==> src/rtl/lcdc_pkg.sv <==
package lcdc_pkg;
  localparam int REG_W = 32;

  // bit positions of the mode register
  localparam int B_EN    = 0;
  localparam int B_FMT_L = 1;
  localparam int B_FMT_H = 8;
  localparam int B_PWR   = 11;
  localparam int B_VS_L  = 12;
  localparam int B_VS_H  = 13;
  localparam int B_TEST  = 15;
  localparam int B_WM    = 16;

  // writable bits: 16, 15, 13:11, 8:0
  localparam logic [REG_W-1:0] WR_MASK = 32'h0001_B9FF;

  // request threshold picked by the watermark bit
  function automatic int unsigned thr_of(input logic wm, input int unsigned lo,
                                         input int unsigned hi);
    return wm ? hi : lo;
  endfunction

  // stored test bit: only a write that leaves the block disabled may set it
  function automatic logic test_next(input logic [REG_W-1:0] wd);
    return wd[B_TEST] & ~wd[B_EN];
  endfunction
endpackage

==> src/rtl/lcdc_ctrl_regs.sv <==
module lcdc_ctrl_regs
  import lcdc_pkg::*;
#(
  parameter int ADDR_W = 8,
  parameter logic [ADDR_W-1:0] REG_OFS = 8'h1C
) (
  input  logic              clk,
  input  logic              rst_n,
  input  logic              wr,
  input  logic [ADDR_W-1:0] addr,
  input  logic [REG_W-1:0]  wdata,
  output logic [REG_W-1:0]  rdata,
  output logic              en,
  output logic              test,
  output logic              wm,
  output logic              pwr,
  output logic [1:0]        vsel,
  output logic [B_FMT_H-B_FMT_L:0] fmt
);
  logic [REG_W-1:0] ctrl_q;
  logic [REG_W-1:0] ctrl_d;
  logic             hit;

  assign hit = (addr == REG_OFS);

  always_comb begin
    ctrl_d         = wdata & WR_MASK;
    ctrl_d[B_TEST] = test_next(wdata);
  end

  always_ff @(posedge clk) begin
    if (!rst_n)          ctrl_q <= '0;
    else if (wr && hit)  ctrl_q <= ctrl_d;
  end

  assign rdata = hit ? ctrl_q : '0;
  assign en    = ctrl_q[B_EN];
  assign test  = ctrl_q[B_TEST];
  assign wm    = ctrl_q[B_WM];
  assign pwr   = ctrl_q[B_PWR];
  assign vsel  = ctrl_q[B_VS_H:B_VS_L];
  assign fmt   = ctrl_q[B_FMT_H:B_FMT_L];


  test_excl_chk: assert property (@(posedge clk) disable iff (!rst_n)
    test |-> !en);

  miss_hold_chk: assert property (@(posedge clk) disable iff (!rst_n)
    (wr && !hit) |=> $stable(ctrl_q));
endmodule

==> src/rtl/lcdc_dma_req.sv <==
module lcdc_dma_req
  import lcdc_pkg::*;
#(
  parameter int CNT_W   = 5,
  parameter int LO_MARK = 4,
  parameter int HI_MARK = 8
) (
  input  logic             clk,
  input  logic             rst_n,
  input  logic             en,
  input  logic             test,
  input  logic             wm,
  input  logic [CNT_W-1:0] free_a,
  input  logic [CNT_W-1:0] free_b,
  output logic             req
);
  localparam int unsigned LO_U = LO_MARK;
  localparam int unsigned HI_U = HI_MARK;

  logic [CNT_W:0] thr;
  logic           a_hit, b_hit, run;

  assign thr   = (CNT_W+1)'(thr_of(wm, LO_U, HI_U));
  assign a_hit = {1'b0, free_a} >= thr;
  assign b_hit = {1'b0, free_b} >= thr;
  assign run   = en & ~test;
  assign req   = run & (a_hit | b_hit);


  hi_mark_chk: assert property (@(posedge clk) disable iff (!rst_n)
    (en && !test && (32'(free_a) >= HI_MARK || 32'(free_b) >= HI_MARK)) |-> req);

  below_lo_chk: assert property (@(posedge clk) disable iff (!rst_n)
    (32'(free_a) < LO_MARK && 32'(free_b) < LO_MARK) |-> !req);
endmodule

==> src/rtl/lcdc_vcmp_irq.sv <==
module lcdc_vcmp_irq #(
  parameter int N_PH = 4,
  localparam int SEL_W = $clog2(N_PH)
) (
  input  logic             clk,
  input  logic             rst_n,
  input  logic [N_PH-1:0]  phase,
  input  logic [SEL_W-1:0] sel,
  input  logic             clr,
  input  logic             mask,
  output logic             irq,
  output logic             pend
);
  logic [N_PH-1:0] prev_q;
  logic [N_PH-1:0] rise;
  logic            evt;
  logic            pend_q;

  for (genvar i = 0; i < N_PH; i++) begin : g_edge
    always_ff @(posedge clk) begin
      if (!rst_n) prev_q[i] <= 1'b0;
      else        prev_q[i] <= phase[i];
    end
    assign rise[i] = phase[i] & ~prev_q[i];
  end

  assign evt = rise[sel];

  always_ff @(posedge clk) begin
    if (!rst_n)   pend_q <= 1'b0;
    else if (evt) pend_q <= 1'b1;
    else if (clr) pend_q <= 1'b0;
  end

  assign pend = pend_q;
  assign irq  = pend_q & mask;


  set_wins_chk: assert property (@(posedge clk) disable iff (!rst_n)
    evt |=> pend_q);

  clr_drop_chk: assert property (@(posedge clk) disable iff (!rst_n)
    (clr && !evt) |=> !pend_q);

  no_spurious_chk: assert property (@(posedge clk) disable iff (!rst_n)
    (!pend_q && !evt) |=> !pend_q);
endmodule

==> src/rtl/lcdc_ctrl_top.sv <==
module lcdc_ctrl_top
  import lcdc_pkg::*;
#(
  parameter int ADDR_W     = 8,
  parameter int FIFO_DEPTH = 16,
  parameter int LO_MARK    = 4,
  parameter int HI_MARK    = 8,
  parameter int N_PH       = 4,
  localparam int CNT_W     = $clog2(FIFO_DEPTH + 1)
) (
  input  logic              clk,
  input  logic              rst_n,
  input  logic              reg_wr,
  input  logic [ADDR_W-1:0] reg_addr,
  input  logic [31:0]       reg_wdata,
  output logic [31:0]       reg_rdata,
  input  logic [CNT_W-1:0]  fifo_a_free,
  input  logic [CNT_W-1:0]  fifo_b_free,
  output logic              dma_req,
  input  logic [N_PH-1:0]   vphase,
  input  logic              irq_clr,
  input  logic              irq_mask,
  output logic              irq_out,
  output logic              panel_pwr,
  output logic [7:0]        panel_fmt,
  input  logic              test_wr_req,
  input  logic              test_rd_req,
  output logic              test_wr_ok,
  output logic              test_rd_ok
);
  logic       en, test, wm, pwr, pend;
  logic [1:0] vsel;

  lcdc_ctrl_regs #(.ADDR_W(ADDR_W), .REG_OFS(ADDR_W'(8'h1C))) u_regs (
    .clk(clk), .rst_n(rst_n), .wr(reg_wr), .addr(reg_addr), .wdata(reg_wdata),
    .rdata(reg_rdata), .en(en), .test(test), .wm(wm), .pwr(pwr),
    .vsel(vsel), .fmt(panel_fmt)
  );

  lcdc_dma_req #(.CNT_W(CNT_W), .LO_MARK(LO_MARK), .HI_MARK(HI_MARK)) u_dma (
    .clk(clk), .rst_n(rst_n), .en(en), .test(test), .wm(wm),
    .free_a(fifo_a_free), .free_b(fifo_b_free), .req(dma_req)
  );

  lcdc_vcmp_irq #(.N_PH(N_PH)) u_irq (
    .clk(clk), .rst_n(rst_n), .phase(vphase), .sel(vsel[$clog2(N_PH)-1:0]),
    .clr(irq_clr), .mask(irq_mask), .irq(irq_out), .pend(pend)
  );

  // panel power and test-access gating
  logic test_gate;
  assign test_gate  = test & ~en;
  assign test_wr_ok = test_wr_req & test_gate;
  assign test_rd_ok = test_rd_req & test_gate;
  assign panel_pwr  = pwr & en;


  dma_gate_chk: assert property (@(posedge clk) disable iff (!rst_n)
    (!en || test) |-> !dma_req);

  pwr_gate_chk: assert property (@(posedge clk) disable iff (!rst_n)
    panel_pwr |-> (pwr && en));

  test_gate_chk: assert property (@(posedge clk) disable iff (!rst_n)
    (test_wr_ok || test_rd_ok) |-> (test && !en));

  rsv_zero_chk: assert property (@(posedge clk) disable iff (!rst_n)
    (reg_rdata & ~WR_MASK) == 32'h0);

  irq_mask_chk: assert property (@(posedge clk) disable iff (!rst_n)
    irq_out |-> (pend && irq_mask));
endmodule

==> config.mk <==
export PLATFORM = sky130hd
export DESIGN_NAME = lcdc_ctrl_top
export DESIGN_NICKNAME = d
export VERILOG_FILES = /design/src/rtl/lcdc_pkg.sv /design/src/rtl/lcdc_ctrl_regs.sv /design/src/rtl/lcdc_dma_req.sv /design/src/rtl/lcdc_vcmp_irq.sv /design/src/rtl/lcdc_ctrl_top.sv
export SDC_FILE = /design/constraint.sdc
export NUM_CORES = 1
export LEC_CHECK = 0
export BUFFER_PORTS_ARGS = -buffer_cell sky130_fd_sc_hd__buf_2
export CAP_MARGIN = 10
export CORE_MARGIN = 1
export CORE_UTILIZATION = 30
export CTS_CLUSTER_DIAMETER = 60
export CTS_CLUSTER_SIZE = 24
export DETAILED_ROUTE_END_ITERATION = 8
export GPL_ROUTABILITY_DRIVEN = 0
export PLACE_DENSITY = 0.77
export SETUP_SLACK_MARGIN = 0.1
export SKIP_CTS_REPAIR_TIMING = 1
export SYNTH_ARGS = -nofsm -noshare
export SYNTH_HDL_FRONTEND = slang
export SYNTH_SLANG_ARGS = --single-unit
==> constraint.sdc <==
create_clock -name clk -period 3.3 [get_ports clk]
set_clock_uncertainty 0.15 [all_clocks]
set_input_delay 0 -clock clk [delete_from_list [all_inputs] [get_ports clk]]
set_output_delay 0 -clock clk [all_outputs]
set_load 0.05 [all_outputs]
* Word level (Yosys, flattened, before mapping) *
Cells that the tools add are included.

operators by class
  eq/ne operators = 1
  bitwise gates (word level) = 20
  reduce and logical (&&, ||, !) cells = 2
  muxes and demuxes = 6
  magnitude comparators = 3

operators with widths
  operator            number
  $mux 17             1
  $and 1x1->1         12
  $ge 5x6->1          2
  $eq 8x5->1 const B  1
  $not 1->1           7
  $mux 4              1
  $lt 2x3->1 const B  1
  $mux 1              3
  $bmux 1 s2          1
  $reduce_bool 2->1   1
  $logic_and 1x1->1   1
  $or 1x1->1          1

word-level totals
  word-level logic and storage cells = 38
  output and inout port bits = 45
  flip-flop bits (word level) = 19

* Logic depth before layout (Yosys ltp) *
Gate-level depths: netlist of run 1.

  word-level depth = 5
  depth in mapped cells = 5
  depth with buffers taken out = 5

* Cells and area by module *
From an unflattened synthesis of run 1, not the netlist that was laid out.

second synthesis, totals
  cell total of the unflattened synthesis = 141
  area total of the unflattened synthesis = 1199.9 um^2

by module, submodules not included
  module          instances  cells an instance  area an instance (um^2)  sequential area each (um^2)
  lcdc_ctrl_regs  1          100                835.8                    280.3
  lcdc_vcmp_irq   1          22                 220.2                    100.1
  lcdc_dma_req    1          16                 118.9                    0.0
  lcdc_ctrl_top   1          3                  25.0                     0.0

* Worst setup path before layout of run 1 *
OpenSTA, ideal clock, no wires.

  path kind = reg2out
  start = register u_regs.ctrl_q[16]
  end = output port dma_req
  stages on the path, launching flop included = 6
  setup slack = 999 ps
  buffers on the path = 0
  arrival time = 2151 ps
  cell sequence = dfxtp_1 > inv_1 > ha_1 > nor3b_1 > o21ai_0 > a311oi_1

between the ends
  cells in the longest elaborated chain, start to end = 4

RTL lines
  what                           RTL line                                RTL
  from (decl)                    lcdc_ctrl_regs.sv:20                    logic [REG_W-1:0] ctrl_q;
  from (signal assigned)         lcdc_ctrl_regs.sv:33                    else if (wr && hit) ctrl_q <= ctrl_d;
  $mux 4 *                       lcdc_pkg.sv:20                          return wm ? hi : lo;
  $ge 5x6->1 (on tied branches)  lcdc_dma_req.sv:24, lcdc_dma_req.sv:25
  $or 1x1->1 *                   lcdc_dma_req.sv:27                      assign req = run & (a_hit | b_hit);
  $and 1x1->1 *                  lcdc_dma_req.sv:27
  to (decl)                      lcdc_ctrl_top.sv:19                     output logic dma_req,

Mark *: on every way between the ends. The rest lies on a longest branch, timed or not.

* Final worst setup path of run 1 *
Same ends and word-level chain as after synthesis.

==> results of run 1 <==
final timing paths:
path,from,to
max,u_regs.ctrl_q[16]$_SDFFE_PN0P_,dma_req
min,reg_wr,u_regs.ctrl_q[7]$_SDFFE_PN0P_
max reg2reg,u_regs.ctrl_q[13]$_SDFFE_PN0P_,u_irq.pend$_SDFFE_PN0P_
min reg2reg,u_regs.ctrl_q[16]$_SDFFE_PN0P_,u_regs.ctrl_q[16]$_SDFFE_PN0P_
registers in the layout, summed over array words and instances, names as in the netlist:
register / count
u_irq.pend: 1
u_irq.prev_q: 4
u_regs.ctrl_q: 14
cell usage after synthesis, drive strengths merged (2+ instances only):
library cell   n
o21ai          2
nor4           6
ha             4
clkbuf         5
mux2i         14
nand2         28
and2          17
buf           20
dfxtp         19
nor3b          5
nor3           2
nor2b          2
and3           2
inv            9
per-stage QoR:
stage	std cells	hold WS (ps)	power (mW)
after floorplan	160	-28.3	0.326
after global placement	254	68.4	0.337
after detailed placement	254	72.2	0.337
after CTS	258	-195	0.502
after global routing	276	47.7	0.538
final	276	32.1	0.509
routing by layer:
layer / routed length, µm / global-route usage [%] / vias up
li1: - / - / 604
met1: 1180 / 13.6 / 502
met2: 1390 / 21.4 / 43
met3: 133 / 4.40 / 2
met4: 27 / 1.94 / 0
met5: 0 / 0 / -
cell families after synthesis:
| family | Yosys count | synth area share (%) |
|---|---|---|
| simple gates | 66 | 31.2 |
| buf+inv | 34 | 17.2 |
| flops | 19 | 32.1 |
| mux | 14 | 11.8 |
| compound gates | 5 | 3.07 |
| fa+ha+maj | 4 | 4.23 |
| other cells | 1 | 0.317 |
power breakdown:
group          switching, mW  internal, mW
combinational         0.0725        0.0424
clock                 0.0765        0.0838
sequential           0.00119         0.233
total                  0.150         0.359
area by class of cell:
class / instances / area [µm²]
clock buffer: 3 / 41.3
clock inverter: 1 / 5.00
fill: 398 / 1990
inverter: 9 / 33.8
multi-input combinational: 107 / 663
sequential: 19 / 380
tap: 48 / 60.1
timing repair buffer: 89 / 541
worst min-delay path: cells and delay by family:
| kind | cells | cell delay, ps |
|---|---|---|
| and+or+nand+nor | 1 | 90 |
| buffers and inverters | 2 | 180 |
| muxes | 1 | 120 |
==> reports/results.ini, run 1 <==
[status]
status = finished clean

[clock_tree]
cts.sinks = 19
cts_root_buf = clkbuf_8
numCtsBuffers = 3
cts_tree = done
cts_max_level = 1
cts_buffer_depth = 2
path_clk_slew_ps = 70
worst_skew_pair.late_latency_ps = 250

[grt]
grt_max_degree = 34
antenna_found_initial = 0
grt_pass1_vias = 960
grt_pass1_wl_um = 3950
overflow = 0
track_usage_pct = 11.9

[logic_synthesis]
synth_top_area_cell = dfxtp_1
synth-edff-count = 0
syn_inst = 143
yosysWarnings = 0
async_flop_share_pct = 0
netlist_area_um2 = 1180
ys_seq_area_share_pct = 32.1
ys_ff_latch = 19
yosysTopAreaCellShare_pct = 32.1
ys_types = 25
yosys_most_used_dff = dfxtp_1
syn_area_per_cell_um2 = 8.28
synthTopCellsByArea = dfxtp_1 (32%), mux2i_1 (12%), buf_4 (11%), and2_1 (9.0%), nand2_1 (8.9%)

[worst_setup_path]
start_kind = flip-flop
rr_worst_depth = 3
cp_num_buf_inv = 2
cp.depth = 6
arrival_ps = 1810
critPathCaptureType = output port
critPathMaxFanout = 5
crit_path_max_incr_delay_ps = 330
reg2reg_slack_ps = 2130
crit_path_cell_trace = inv_1 -> ha_1 -> nor3b_1 -> o21ai_0 -> a311oi_1 -> buf_2
path_class = flip-flop to output port
slowest_stage = dfxtp_1
critPathTopFamily = buffers and inverters
required_ps = 3150

[routing]
drc = 0
drtIter0Drc = 23
ant_nets = 0
vias = 1151
drt-pass1-iter-count = 3
via_per_inst = 4.17
wire_per_inst_um = 9.90
wl_um = 2730

[placement]
hpwl_um = 1960
port_buffers = 69
place_area_um2 = 1500
dp_slack_ps = 1230

[cells_and_area]
final_common_cell = buf_2
layout_common_cells = buf_2 (69), nand2_1 (28), dfxtp_1 (19)
layout-drive-gt1-share_pct = 33.8
post-route-util_pct = 46.4
nets = 294
final_area_um2 = 1720
area_growth_pct = 45.7
n_antenna_cell = 0

[pwr]
leakagePower_nw = 0.863
p_per_area_nw_per_um2 = 295
peakVddDrop_mv = 0.237

[floorplanning]
die_x_um = 64.8
io_pins = 106
die_area_um2 = 4200
rows = 22
die_h_um = 64.8
initial_core_util_pct = 31.9
fp.coreArea_um2 = 3720

[timing]
period_needed_ps = 1960
max_freq_mhz = 511
setup_viol = 0
tns_ps = 0
rsz0062_at_grt = false
worst_pin_slew_ps = 648
slew-limit-headroom_pct = 56.5
period_share_pct = 59.3
finalWorstSetupSlack_ps = 1340
drv_slew = 0
hold_violations = 0

[job]
maxCapViolCount = 0

[min_path]
min_path_type = primary input to flip-flop
hold_path_depth = 4

(Power assumes the default switching activity.)
==> inputs of run 2 (changes only) <==
==> constraint.sdc (replaced) <==
create_clock -name clk -period 1.9 [get_ports clk]
set_clock_uncertainty 0.15 [all_clocks]
set_input_delay 0 -clock clk [delete_from_list [all_inputs] [get_ports clk]]
set_output_delay 0 -clock clk [all_outputs]
set_load 0.05 [all_outputs]
==> reports/results.ini, run 2 (same netlist as run 1, synthesis figures left out) <==
[clock_tree]
path_clk_slew_ps = 80  ; was 70 ps
cts_max_level = 1  ; unchanged
numCtsBuffers = 3  ; unchanged
cts_tree = done  ; unchanged
worst_skew_pair.late_latency_ps = 250  ; about the same
cts_root_buf = clkbuf_8  ; unchanged
cts.sinks = 19  ; unchanged
cts_buffer_depth = 2  ; unchanged

[floorplanning]
die_h_um = 64.8  ; unchanged
rows = 22  ; unchanged
io_pins = 106  ; unchanged
die_x_um = 64.8  ; unchanged
fp.coreArea_um2 = 3720  ; unchanged
die_area_um2 = 4200  ; unchanged
initial_core_util_pct = 31.9  ; unchanged

[routing]
via_per_inst = 4.24  ; was 4.17
drtIter0Drc = 34  ; was 23
ant_nets = 0  ; unchanged
wl_um = 2960  ; was 2730 µm
drc = 0  ; unchanged
drt-pass1-iter-count = 4  ; was 3
vias = 1188  ; was 1,151
wire_per_inst_um = 10.6  ; was 9.90 µm

[cells_and_area]
largest-register = u_regs.ctrl_q  ; unchanged
final_common_cell = buf_2  ; unchanged
instances_no_fill = 280  ; was 276
area_growth_pct = 51.5  ; was 45.7%
layout_common_cells = buf_2 (68), nand2_1 (28), conb_1 (18), dlygate4sd3_1 (18), dfxtp_1 (18)  ; was buf_2 (69), nand2_1 (28), dfxtp_1 (19)
fill_cells = 381  ; was 398
largest_register_ffs = 14  ; unchanged
layout-drive-gt1-share_pct = 37.5  ; was 33.8%
n_antenna_cell = 0  ; unchanged
nets = 298  ; was 294

[worst_setup_path]
crit_path_max_incr_delay_ps = 360  ; was 330 ps
arrival_ps = 1710  ; was 1810 ps
crit_path_cell_trace = inv_4 -> ha_4 -> nor3b_2 -> o21ai_1 -> a311oi_2 -> buf_6  ; was inv_1 -> ha_1 -> nor3b_1 -> o21ai_0 -> a311oi_1 -> buf_2
slowest_stage = dfxtp_2  ; was dfxtp_1
required_ps = 1750  ; was 3150 ps
path_class = flip-flop to output port  ; unchanged
start_kind = flip-flop  ; unchanged
critPathMaxFanout = 5  ; unchanged
critPathCaptureType = output port  ; unchanged

[pwr]
peakVddDrop_mv = 0.412  ; was 0.237 mV
power_mw = 0.895  ; was 0.509 mW
p_per_area_nw_per_um2 = 499  ; was 295 nW/µm²
leakagePower_nw = 0.891  ; was 0.863 nW

[status]
status = finished clean  ; unchanged

[grt]
grt_pass1_vias = 980  ; was 960
overflow = 0  ; unchanged
antenna_found_initial = 0  ; unchanged
grt_pass1_wl_um = 4170  ; was 3950 µm
grt_max_degree = 34  ; unchanged
track_usage_pct = 13.0  ; was 11.9%

[placement]
dp_slack_ps = 188  ; was 1230 ps
hpwl_um = 2070  ; was 1960 µm
dp.cells = 255  ; was 254
port_buffers = 69  ; unchanged

[timing]
period_needed_ps = 1860
worst_pin_slew_ps = 518  ; was 648 ps
whs_ps = 92.6  ; was 32.1 ps
max_freq_mhz = 538
hold_violations = 0  ; unchanged
drv_slew = 0  ; unchanged
slew-limit-headroom_pct = 65.5  ; was 56.5%
period_share_pct = 97.9
rsz0062_at_grt = true  ; was false
finalWorstSetupSlack_ps = 40.0  ; was 1340 ps
setup_viol = 0  ; unchanged

[min_path]
min_path_type = primary input to flip-flop  ; unchanged

[job]
maxCapViolCount = 0  ; unchanged

==> run 2: layout make-up <==
type | count | area (µm²) | share of cell area [%]
tap | 48 | 60.1 | 3.35
sequential | 19 | 382 | 21.3
inverter | 9 | 36.3 | 2.02
clock inverter | 1 | 5.00 | 0.279
clock buffer | 3 | 41.3 | 2.30
timing repair buffer | 93 | 577 | 32.2
multi-input combinational | 107 | 692 | 38.6
==> run 2: through the flow <==
stage | util [%] | TNS, ps | area (µm²)
final | 48.2 | 0 | 1790
after global routing | 48.2 | -12.0 | 1790
after CTS | 41.9 | -109 | 1560
after detailed placement | 40.7 | 0 | 1510
after global placement | 40.7 | 0 | 1510
after floorplan | - | -1090 | 1250
==> run 2: path summary, 6_finish.rpt <==
| kind | startpoint | to | slack [ps] | cells past startpoint |
|---|---|---|---|---|
| min | rst_n | u_regs.ctrl_q[6]$_SDFFE_PN0P_ | 90 | 3 |
| min reg2reg | u_regs.ctrl_q[3]$_SDFFE_PN0P_ | u_regs.ctrl_q[3]$_SDFFE_PN0P_ | 320 | 2 |
| max | u_regs.ctrl_q[16]$_SDFFE_PN0P_ | dma_req | 40 | 6 |
| max reg2reg | u_regs.ctrl_q[13]$_SDFFE_PN0P_ | u_irq.pend$_SDFFE_PN0P_ | 670 | 3 |
==> run 2: routing by layer <==
metal / share of wire [%] / track usage [%] / routed length (µm) / vias up
li1: - / - / - / 607
met5: 0 / 0 / 0 / -
met3: 4.9 / 4.58 / 146 / 2
met1: 39 / 14.5 / 1160 / 541
met4: 0.27 / 2.50 / 8 / 0
met2: 56 / 23.6 / 1640 / 38
==> run 2: worst max-delay path: cells and delay by family, from the launching register on <==
kind	cells	cell delay, ps
buf+inv	2	250
flops	1	360
compound gates	2	430
fa+ha+maj	1	240
simple gates	1	160
==> run 2: power by group <==
part	total [mW]	internal, mW	switching, mW	leakage (nW)
clock network	0.284	0.146	0.138	0.0255
logic	0.205	0.0755	0.130	0.711
registers	0.406	0.404	0.00218	0.155
==> inputs of run 3 (changes only) <==
--- a/config.mk
+++ b/config.mk
@@ -5,10 +5,11 @@
 export SDC_FILE = /design/constraint.sdc
 export NUM_CORES = 1
 export LEC_CHECK = 0
-export BUFFER_PORTS_ARGS = -buffer_cell sky130_fd_sc_hd__buf_2
+export BUFFER_PORTS_ARGS = -buffer_cell sky130_fd_sc_hd__buf_4
 export CAP_MARGIN = 10
 export CORE_MARGIN = 1
 export CORE_UTILIZATION = 30
+export CTS_BUF_LIST = sky130_fd_sc_hd__clkbuf_16
 export CTS_CLUSTER_DIAMETER = 60
 export CTS_CLUSTER_SIZE = 24
 export DETAILED_ROUTE_END_ITERATION = 8
==> constraint.sdc (replaced) <==
create_clock -name clk -period 1.8 [get_ports clk]
set_clock_uncertainty 0.15 [all_clocks]
set_input_delay 0 -clock clk [delete_from_list [all_inputs] [get_ports clk]]
set_output_delay 0 -clock clk [all_outputs]
set_load 0.05 [all_outputs]
==> reports/results.ini, run 3 (same netlist as run 1, synthesis figures left out) <==
[routing]
wl_um = 2890  ; was 2960 µm
drc = 0  ; unchanged
via_per_inst = 4.27  ; was 4.24
drtIter0Drc = 34  ; unchanged
ant_nets = 0  ; unchanged
vias = 1191  ; was 1,188
wire_per_inst_um = 10.4  ; was 10.6 µm
drt-pass1-iter-count = 4  ; unchanged

[grt]
track_usage_pct = 12.9  ; was 13.0%
overflow = 0  ; unchanged
grt_pass1_wl_um = 4280  ; was 4170 µm
grt_max_degree = 34  ; unchanged
antenna_found_initial = 0  ; unchanged
grt_pass1_vias = 980  ; unchanged

[placement]
port_buffers = 69  ; unchanged
dp_slack_ps = 142  ; was 188 ps
place_area_um2 = 1680  ; was 1510 µm²
hpwl_um = 2060  ; was 2070 µm

[cells_and_area]
n_antenna_cell = 0  ; unchanged
area_growth_pct = 69.1  ; was 51.5%
layout-drive-gt1-share_pct = 37.7  ; was 37.5%
final_common_cell = buf_4  ; was buf_2
post-route-util_pct = 53.9  ; was 48.2%
nets = 297  ; was 298
final_area_um2 = 2000  ; was 1790 µm²
layout_common_cells = buf_4 (73), nand2_1 (28), conb_1 (18), dlygate4sd3_1 (18), dfxtp_1 (18)  ; was buf_2 (68), nand2_1 (28), conb_1 (18), dlygate4sd3_1 (18), dfxtp_1 (18)
largest_register_ffs = 14  ; unchanged
fill_cells = 376  ; was 381
largest-register = u_regs.ctrl_q  ; unchanged

[timing]
period_needed_ps = 1810
drv_slew = 0  ; unchanged
period_share_pct = 101
rsz0062_at_grt = true  ; unchanged
finalWorstSetupSlack_ps = -12.6  ; was 40.0 ps
hold_violations = 0  ; unchanged
whs_ps = 0.992  ; was 92.6 ps
max_freq_mhz = 552
setup_viol = 1  ; was 0

[clock_tree]
cts_max_level = 1  ; unchanged
cts_tree = done  ; unchanged
cts.sinks = 19  ; unchanged
worst_skew_pair.late_latency_ps = 240  ; was 250 ps
path_clk_slew_ps = 50  ; was 80 ps
cts_root_buf = clkbuf_16  ; was clkbuf_8
numCtsBuffers = 3  ; unchanged
cts_buffer_depth = 2  ; unchanged

[floorplanning]
rows = 22  ; unchanged
die_x_um = 64.8  ; unchanged
fp.coreArea_um2 = 3720  ; unchanged
io_pins = 106  ; unchanged
die_h_um = 64.8  ; unchanged
die_area_um2 = 4200  ; unchanged
initial_core_util_pct = 31.9  ; unchanged

[pwr]
leakagePower_nw = 0.941  ; was 0.891 nW
peakVddDrop_mv = 0.600  ; was 0.412 mV
power_mw = 1.12  ; was 0.895 mW
p_per_area_nw_per_um2 = 560  ; was 499 nW/µm²

[worst_setup_path]
required_ps = 1650  ; was 1750 ps
arrival_ps = 1660  ; was 1710 ps
critPathMaxFanout = 4  ; was 5
path_class = flip-flop to output port  ; unchanged
start_kind = flip-flop  ; unchanged
critPathCaptureType = output port  ; unchanged

[min_path]
min_path_type = primary input to flip-flop  ; unchanged

[status]
violations = negative setup slack
status = finished with violations  ; was finished clean

[job]
maxCapViolCount = 0  ; unchanged

## run 3: cell count changes in the layout (fill, tap and decap cells not counted), sizes merged
| cell | delta |
|---|---|
| buf | -1 |
| clkinv | -1 |
| inv | +1 |
## run 3: stage by stage
stage / std cells / TNS (ps)
finish: 279 / -12.6
global route: 279 / -117
CTS: 259 / -130
detailed placement: 255 / 0
global placement: 255 / 0
floorplan: 160 / -1450
## run 3: routing by layer
layer | up-vias | GRT usage, % | wire length (µm)
met5 | - | 0 | 0
met4 | 0 | 2.22 | 8
met3 | 2 | 4.93 | 184
met2 | 40 | 22.8 | 1580
met1 | 538 | 14.8 | 1120
li1 | 611 | - | -
## run 3: layout make-up
cell class	count	area, µm²	area share, %
Multi-Input combinational cell	107	706	35.3
Timing Repair Buffer	92	739	36.9
Clock inverter	1	3.75	0.188
Tap cell	48	60.1	3.00
Inverter	9	36.3	1.81
Clock buffer	3	75.1	3.75
Sequential cell	19	382	19.1
## run 3: final timing paths
check	start	to	slack, ps	cells after the start
worst max-delay path	u_regs.ctrl_q[16]$_SDFFE_PN0P_	dma_req	-10	6
worst min register to register	u_regs.ctrl_q[0]$_SDFFE_PN0P_	u_regs.ctrl_q[0]$_SDFFE_PN0P_	320	2
worst max register to register	u_irq.pend$_SDFFE_PN0P_	u_irq.pend$_SDFFE_PN0P_	600	3
worst min-delay path	rst_n	u_irq.pend$_SDFFE_PN0P_	1	3
## run 3: worst max-delay path, cell delays in order, from the launching register on
cell and delay (ps):
dfxtp_2 350, inv_4 50, ha_4 250, nor3b_4 170, o21ai_2 90, a311oi_2 300, buf_6 200
## run 3: power breakdown
group / switching, mW / total, mW / internal, mW / leakage (nW)
registers: 0.00231 / 0.430 / 0.427 / 0.155
logic: 0.139 / 0.248 / 0.109 / 0.744
clock network: 0.149 / 0.444 / 0.295 / 0.0423
total: 0.291 / 1.12 / 0.831 / 0.941
